[src/rtl/cfgp_pkg.sv]
package cfgp_pkg;

    localparam int CFG_W = 8;

    typedef logic [CFG_W-1:0] cfg_byte_t;

    // fixed register indexes; the host software decodes these
    localparam cfg_byte_t IDX_LDSEL = 8'h07;
    localparam cfg_byte_t IDX_CHIP  = 8'h20;
    localparam cfg_byte_t IDX_ACT   = 8'h30;
    localparam cfg_byte_t IDX_BLO   = 8'h66;
    localparam cfg_byte_t IDX_BHI   = 8'h67;

    typedef struct packed {
        cfg_byte_t idx;
        cfg_byte_t ldn;
        logic      act;
        cfg_byte_t blo;
        cfg_byte_t bhi;
    } cfg_regs_t;

endpackage

[src/rtl/cfgp_key_lock.sv]
module cfgp_key_lock
    import cfgp_pkg::*;
#(
    parameter cfg_byte_t KEY_OPEN  = 8'h55,
    parameter cfg_byte_t KEY_CLOSE = 8'hAA
) (
    input  logic      clk,
    input  logic      rst_n,
    input  logic      idx_wr,
    input  cfg_byte_t wdata,
    output logic      unlocked,
    output logic      idx_take
);

    typedef struct packed {
        logic open;
    } lock_t;

    lock_t lock_d, lock_q;

    always_comb begin
        lock_d   = lock_q;
        idx_take = 1'b0;
        if (idx_wr) begin
            if (!lock_q.open) begin
                if (wdata == KEY_OPEN) lock_d.open = 1'b1;
            end else if (wdata == KEY_CLOSE) begin
                lock_d.open = 1'b0;
            end else begin
                idx_take = 1'b1;
            end
        end
    end

    always_ff @(posedge clk) begin
        if (!rst_n) lock_q <= '0;
        else        lock_q <= lock_d;
    end

    assign unlocked = lock_q.open;


    open_key_chk: assert property (@(posedge clk) disable iff (!rst_n)
        (!unlocked && idx_wr && wdata == KEY_OPEN) |=> unlocked);


    close_key_chk: assert property (@(posedge clk) disable iff (!rst_n)
        (unlocked && idx_wr && wdata == KEY_CLOSE) |=> !unlocked);

endmodule

[src/rtl/cfgp_regfile.sv]
module cfgp_regfile
    import cfgp_pkg::*;
#(
    parameter cfg_byte_t EC_LDN = 8'h0C
) (
    input  logic      clk,
    input  logic      rst_n,
    input  logic      unlocked,
    input  logic      idx_take,
    input  logic      data_wr,
    input  cfg_byte_t wdata,
    output cfg_regs_t regs
);

    cfg_regs_t regs_d, regs_q;
    logic      ec_sel;

    assign ec_sel = (regs_q.ldn == EC_LDN);

    always_comb begin
        regs_d = regs_q;
        if (idx_take) regs_d.idx = wdata;
        if (data_wr && unlocked) begin
            unique case (regs_q.idx)
                IDX_LDSEL: regs_d.ldn = wdata;
                IDX_ACT:   if (ec_sel) regs_d.act = wdata[0];
                IDX_BLO:   if (ec_sel) regs_d.blo = wdata;
                IDX_BHI:   if (ec_sel) regs_d.bhi = wdata;
                default:   ;
            endcase
        end
    end

    always_ff @(posedge clk) begin
        if (!rst_n) regs_q <= '0;
        else        regs_q <= regs_d;
    end

    assign regs = regs_q;


    locked_hold_chk: assert property (@(posedge clk) disable iff (!rst_n)
        (!unlocked) |=> ($stable(regs_q.ldn) && $stable(regs_q.act) &&
                         $stable(regs_q.blo) && $stable(regs_q.bhi)));


    other_bank_chk: assert property (@(posedge clk) disable iff (!rst_n)
        (!ec_sel && data_wr) |=> ($stable(regs_q.act) && $stable(regs_q.blo) &&
                                  $stable(regs_q.bhi)));

endmodule

[src/rtl/cfgp_rd_mux.sv]
module cfgp_rd_mux
    import cfgp_pkg::*;
#(
    parameter cfg_byte_t EC_LDN  = 8'h0C,
    parameter cfg_byte_t CHIP_ID = 8'hC6
) (
    input  logic      unlocked,
    input  logic      port_sel,
    input  cfg_regs_t regs,
    output cfg_byte_t rdata
);

    logic ec_sel;
    assign ec_sel = (regs.ldn == EC_LDN);

    always_comb begin
        rdata = '0;
        if (!unlocked) begin
            rdata = '1;
        end else if (!port_sel) begin
            rdata = regs.idx;
        end else begin
            unique case (regs.idx)
                IDX_LDSEL: rdata = regs.ldn;
                IDX_CHIP:  rdata = CHIP_ID;
                IDX_ACT:   rdata = ec_sel ? {7'd0, regs.act} : '0;
                IDX_BLO:   rdata = ec_sel ? regs.blo : '0;
                IDX_BHI:   rdata = ec_sel ? regs.bhi : '0;
                default:   rdata = '0;
            endcase
        end
    end

endmodule

[src/rtl/cfgp_port.sv]
module cfgp_port
    import cfgp_pkg::*;
#(
    parameter bit        ALT_ID    = 1'b0,
    parameter cfg_byte_t EC_LDN    = 8'h0C,
    parameter cfg_byte_t KEY_OPEN  = 8'h55,
    parameter cfg_byte_t KEY_CLOSE = 8'hAA
) (
    input  logic        clk,
    input  logic        rst_n,
    input  logic        port_sel,
    input  logic        bus_wr,
    input  logic [7:0]  bus_wdata,
    output logic [7:0]  bus_rdata,
    output logic [15:0] ec_base,
    output logic        ec_enable
);

    localparam cfg_byte_t CHIP_ID = ALT_ID ? 8'hC7 : 8'hC6;

    logic      unlocked;
    logic      idx_take;
    cfg_regs_t regs;

    cfgp_key_lock #(.KEY_OPEN(KEY_OPEN), .KEY_CLOSE(KEY_CLOSE)) u_lock (
        .clk      (clk),
        .rst_n    (rst_n),
        .idx_wr   (bus_wr && !port_sel),
        .wdata    (bus_wdata),
        .unlocked (unlocked),
        .idx_take (idx_take)
    );

    cfgp_regfile #(.EC_LDN(EC_LDN)) u_regs (
        .clk      (clk),
        .rst_n    (rst_n),
        .unlocked (unlocked),
        .idx_take (idx_take),
        .data_wr  (bus_wr && port_sel),
        .wdata    (bus_wdata),
        .regs     (regs)
    );

    cfgp_rd_mux #(.EC_LDN(EC_LDN), .CHIP_ID(CHIP_ID)) u_mux (
        .unlocked (unlocked),
        .port_sel (port_sel),
        .regs     (regs),
        .rdata    (bus_rdata)
    );

    assign ec_base   = {regs.bhi, regs.blo};
    assign ec_enable = regs.act;


    locked_read_chk: assert property (@(posedge clk) disable iff (!rst_n)
        (!unlocked) |-> (bus_rdata == 8'hFF));


    chip_id_chk: assert property (@(posedge clk) disable iff (!rst_n)
        (unlocked && port_sel && regs.idx == IDX_CHIP) |-> (bus_rdata == CHIP_ID));


    enable_follow_chk: assert property (@(posedge clk) disable iff (!rst_n)
        (unlocked && bus_wr && port_sel && regs.idx == IDX_ACT && regs.ldn == EC_LDN)
        |=> (ec_enable == $past(bus_wdata[0])));


    base_low_chk: assert property (@(posedge clk) disable iff (!rst_n)
        (unlocked && bus_wr && port_sel && regs.idx == IDX_BLO && regs.ldn == EC_LDN)
        |=> (ec_base[7:0] == $past(bus_wdata)));

endmodule

[config.mk]
export PLATFORM = sky130hd
export DESIGN_NAME = cfgp_port
export DESIGN_NICKNAME = d
export VERILOG_FILES = /design/src/rtl/cfgp_pkg.sv /design/src/rtl/cfgp_key_lock.sv /design/src/rtl/cfgp_regfile.sv /design/src/rtl/cfgp_rd_mux.sv /design/src/rtl/cfgp_port.sv
export SDC_FILE = /design/constraint.sdc
export NUM_CORES = 1
export LEC_CHECK = 0
export BUFFER_PORTS_ARGS = -buffer_cell sky130_fd_sc_hd__buf_2
export CORE_MARGIN = 5
export CORE_UTILIZATION = 55
export CTS_BUF_LIST = sky130_fd_sc_hd__clkbuf_16
export DETAILED_ROUTE_END_ITERATION = 6
export MAX_ROUTING_LAYER = met4
export PLACE_DENSITY_LB_ADDON = 0.05
export SKIP_LAST_GASP = 1
export SYNTH_ARGS = -nofsm -noshare
export SYNTH_HDL_FRONTEND = slang
export SYNTH_HIERARCHICAL = 1
export SYNTH_SLANG_ARGS = --single-unit
[constraint.sdc]
create_clock -name clk -period 2 [get_ports clk]
set_input_delay 0 -clock clk [delete_from_list [all_inputs] [get_ports clk]]
set_output_delay 0 -clock clk [all_outputs]
set_load 0.02 [all_outputs]
==> out/summary.txt <==
Worst Setup End Kind -> output pin
Vias in the first global route -> 1706
CP max stage delay -> 370 ps
Fin crit period -> 1940 ps
Critical path class -> flip-flop to output pin
# diodes -> 0
CTS tree -> yes
Cell variety after synth -> 40
Final worst slack -> 60.9 ps
Grt ovf -> 0
Synth warn -> 6
Layout Skew -> 3.50 ps
PortBufs -> 36
Setup TNS -> 0 ps
Total Power -> 1.62 mW
Rel. slew slack -> 65.7%
Synth Register Bits -> 34
Final instance area -> 2480 um^2
DP HPWL -> 3.78 mm
Worst IR drop on VDD -> 0.000602 V
Worst-case clock buffer depth -> 2
Area of the die -> 4890 um^2
Leakage power -> 0.919 nW
Final #Nets -> 276
Largest net degree at the start of global routing -> 24
Clock Pin Slew Worst Setup and Hold Paths -> 60 ps
Initial Util -> 57.8%
Die extent in y -> 69.9 um
Gr usage total -> 23.1%
Tightest Hold Check Type -> input port to flip-flop
Mapped Cells -> 220
Mapped Area -> 1980 um^2
Die X -> 69.9 um
Area after DPL -> 2230 um^2
Post-layout util -> 72.6%
Final setup viols -> 0
Share of post-route cells with drive strength above 1 -> 34.0%
Critical Path AT -> 1940 ps
Row Count -> 21
Final-report hold violation count -> 0
CTS Buf Count -> 5
Slew Viols, Final -> 0
Worst slack, placed -> 260 ps
H-tree depth -> 2
Io pins -> 37
Mean Syn Cell Area -> 8.98 um^2
Crit start category -> flip-flop
Clock Tree Root -> clkbuf_16
Crit-path cells -> and4bb_2 -> buf_6 -> nand2_1 -> a31o_2 -> a32oi_1 -> buf_2
Antenna Nets Post-Route -> 0
Core area -> 3420 um^2
WL per Instance -> 17.4 um
Vias per cell -> 5.99
Worst-margin pin slew -> 510 ps
Cell family with most CP delay -> compound AO/OA/AOI/OAI gates
Drc violations -> 0
Req. time, crit path -> 2000 ps
Seq/Total Area, Yosys -> 34.5%
GPL Wtd Cong -> 0.919
Cell area power density -> 655 nW/um^2
Worst skew pair latency -> 280 ps
First-pass GRT wire length -> 8.78 mm
Clock Sinks -> 34
Vias -> 1862
Tcrit/Tclk final -> 97.0%
Detailed Route WL -> 5.42 mm
Area grow syn2layout -> 25.5%
Pre-Repair DR Iteration Count -> 4
Outcome -> finished clean
Number of max-cap violations -> 0
F_max -> 516 MHz
Filler cells -> 273
Worst-path fanout max -> 16
Antenna violations before repair -> 0
Initial DRC Count -> 135
Slowest-stage cell, CP -> dfxtp_2
Syn nets -> 232
Bufs and invs on worst path -> 2
==> synthesized netlist by cell type <==
cell       instances  share of area, %
a21boi_0           3               1.1
a211oi_1           3               1.1
dfxtp_1           34                34
and2b_2            1              0.44
nand2b_1           4               1.3
nor4_4             1               1.1
o32ai_2            1              0.82
or4_4              1              0.57
and4bb_1           2               1.3
nand4_1            3              0.95
buf_6              2               1.1
o21ai_0            1              0.25
nor3_1             2              0.51
a22oi_1            3               1.1
mux2i_1           33                17
nor4_1             4               1.3
a31o_2             1              0.44
and4bb_2           3               1.9
nand3_1           19               4.8
buf_4              1              0.38
a21o_2             8               3.5
nand2_1           36               6.8
a21oi_1            4               1.0
inv_1              2              0.38
a32oi_1            5               2.2
a2111oi_2          1              0.76
nor3b_1            1              0.38
nor2b_1           17               5.4
nor2_1             4              0.76
and4b_1            3               1.5
a221oi_1           1              0.44
buf_2              3              0.76
clkbuf_1           6               1.1
nand4_2            1              0.63
and3_1             1              0.32
and2_4             1              0.44
nor4b_1            1              0.44
or3_1              1              0.32
and2_2             1              0.38
nor4_2             1              0.63
==> cell type report <==
type                       count  area [um^2]  area share (%)
multi-input combinational    172         1250            50.6
inverter                       2         7.51           0.303
tap                           46         57.6            2.32
sequential                    34          691            27.9
clock buffer                   5          125            5.05
timing repair buffer          49          299            12.1
clock inverter                 3         45.0            1.82
==> where the power goes <==
| group | switching, mW | internal [mW] |
|---|---|---|
| clock | 0.298 | 0.587 |
| sequential | 0.000105 | 0.677 |
| combinational | 0.0401 | 0.0227 |
| total | 0.338 | 1.29 |
==> layout by cell type (no fill, tap or decap), drive strengths merged, types with 2 or more instances in the layout <==
cell type  instances
and4bb             5
nand3             19
a21oi              4
nand4              4
inv                2
and2               2
dfxtp             34
nand2             36
a21boi             3
nor3               2
a22oi              3
nor4               6
a21o               8
clkinvlp           2
and4b              3
nor2b             17
nor2               4
buf               49
nand2b             4
a211oi             3
mux2i             33
a32oi              5
clkbuf             5
==> path summary, 6_finish.rpt <==
| path | end | startpoint | slack, ps | cells after the start |
|---|---|---|---|---|
| max | bus_rdata[1] | u_regs/regs[29]$_SDFFE_PN0P_ | 60 | 6 |
| min | u_lock/unlocked$_SDFFE_PN0P_ | bus_wdata[3] | 6 | 2 |
| max reg2reg | u_regs/regs[20]$_SDFFE_PN0P_ | u_regs/regs[32]$_SDFFE_PN0P_ | 340 | 5 |
| min reg2reg | u_regs/regs[14]$_SDFFE_PN0P_ | u_regs/regs[14]$_SDFFE_PN0P_ | 470 | 2 |
==> per-stage QoR <==
stage	hold WS [ps]	instances
detailed placement	296	300
global placement	286	300
floorplan	117	220
global route	4.08	311
finish	5.72	311
CTS	0.647	308
==> routing by layer <==
metal	global-route usage (%)	vias to the layer above	routed length (um)
met2	33.9	56	2480
met1	30.5	903	2510
li1	-	892	-
met3	5.16	11	311
met4	9.79	0	120
met5	-	-	0
==> cells by family (layout without fill, tap and decap cells) <==
kind of cell / count (synthesis) / in the layout / share of synthesized area [%]
AOI/OAI and AO/OA: 31 / 31 / 12.9
DFF: 34 / 34 / 34.5
and+or+nand+nor: 108 / 108 / 32.1
muxes: 33 / 33 / 16.7
buffers and inverters: 14 / 59 / 3.80
==> registers in the layout, summed over array words and instances, names as in the netlist <==
name and count:
u_lock/unlocked 1, u_regs/regs 33
==> timing repair <==
item                                   in CTS  in global routing
endpoints found under the hold margin       0                  0
hold buffers                                0                  0
buffers inserted                            0                  3
gates resized for setup                     2                 15
setup endpoints to repair                   7                  8
pin swaps                                   0                  2
No activity file was read; power rests on OpenSTA's default activity.
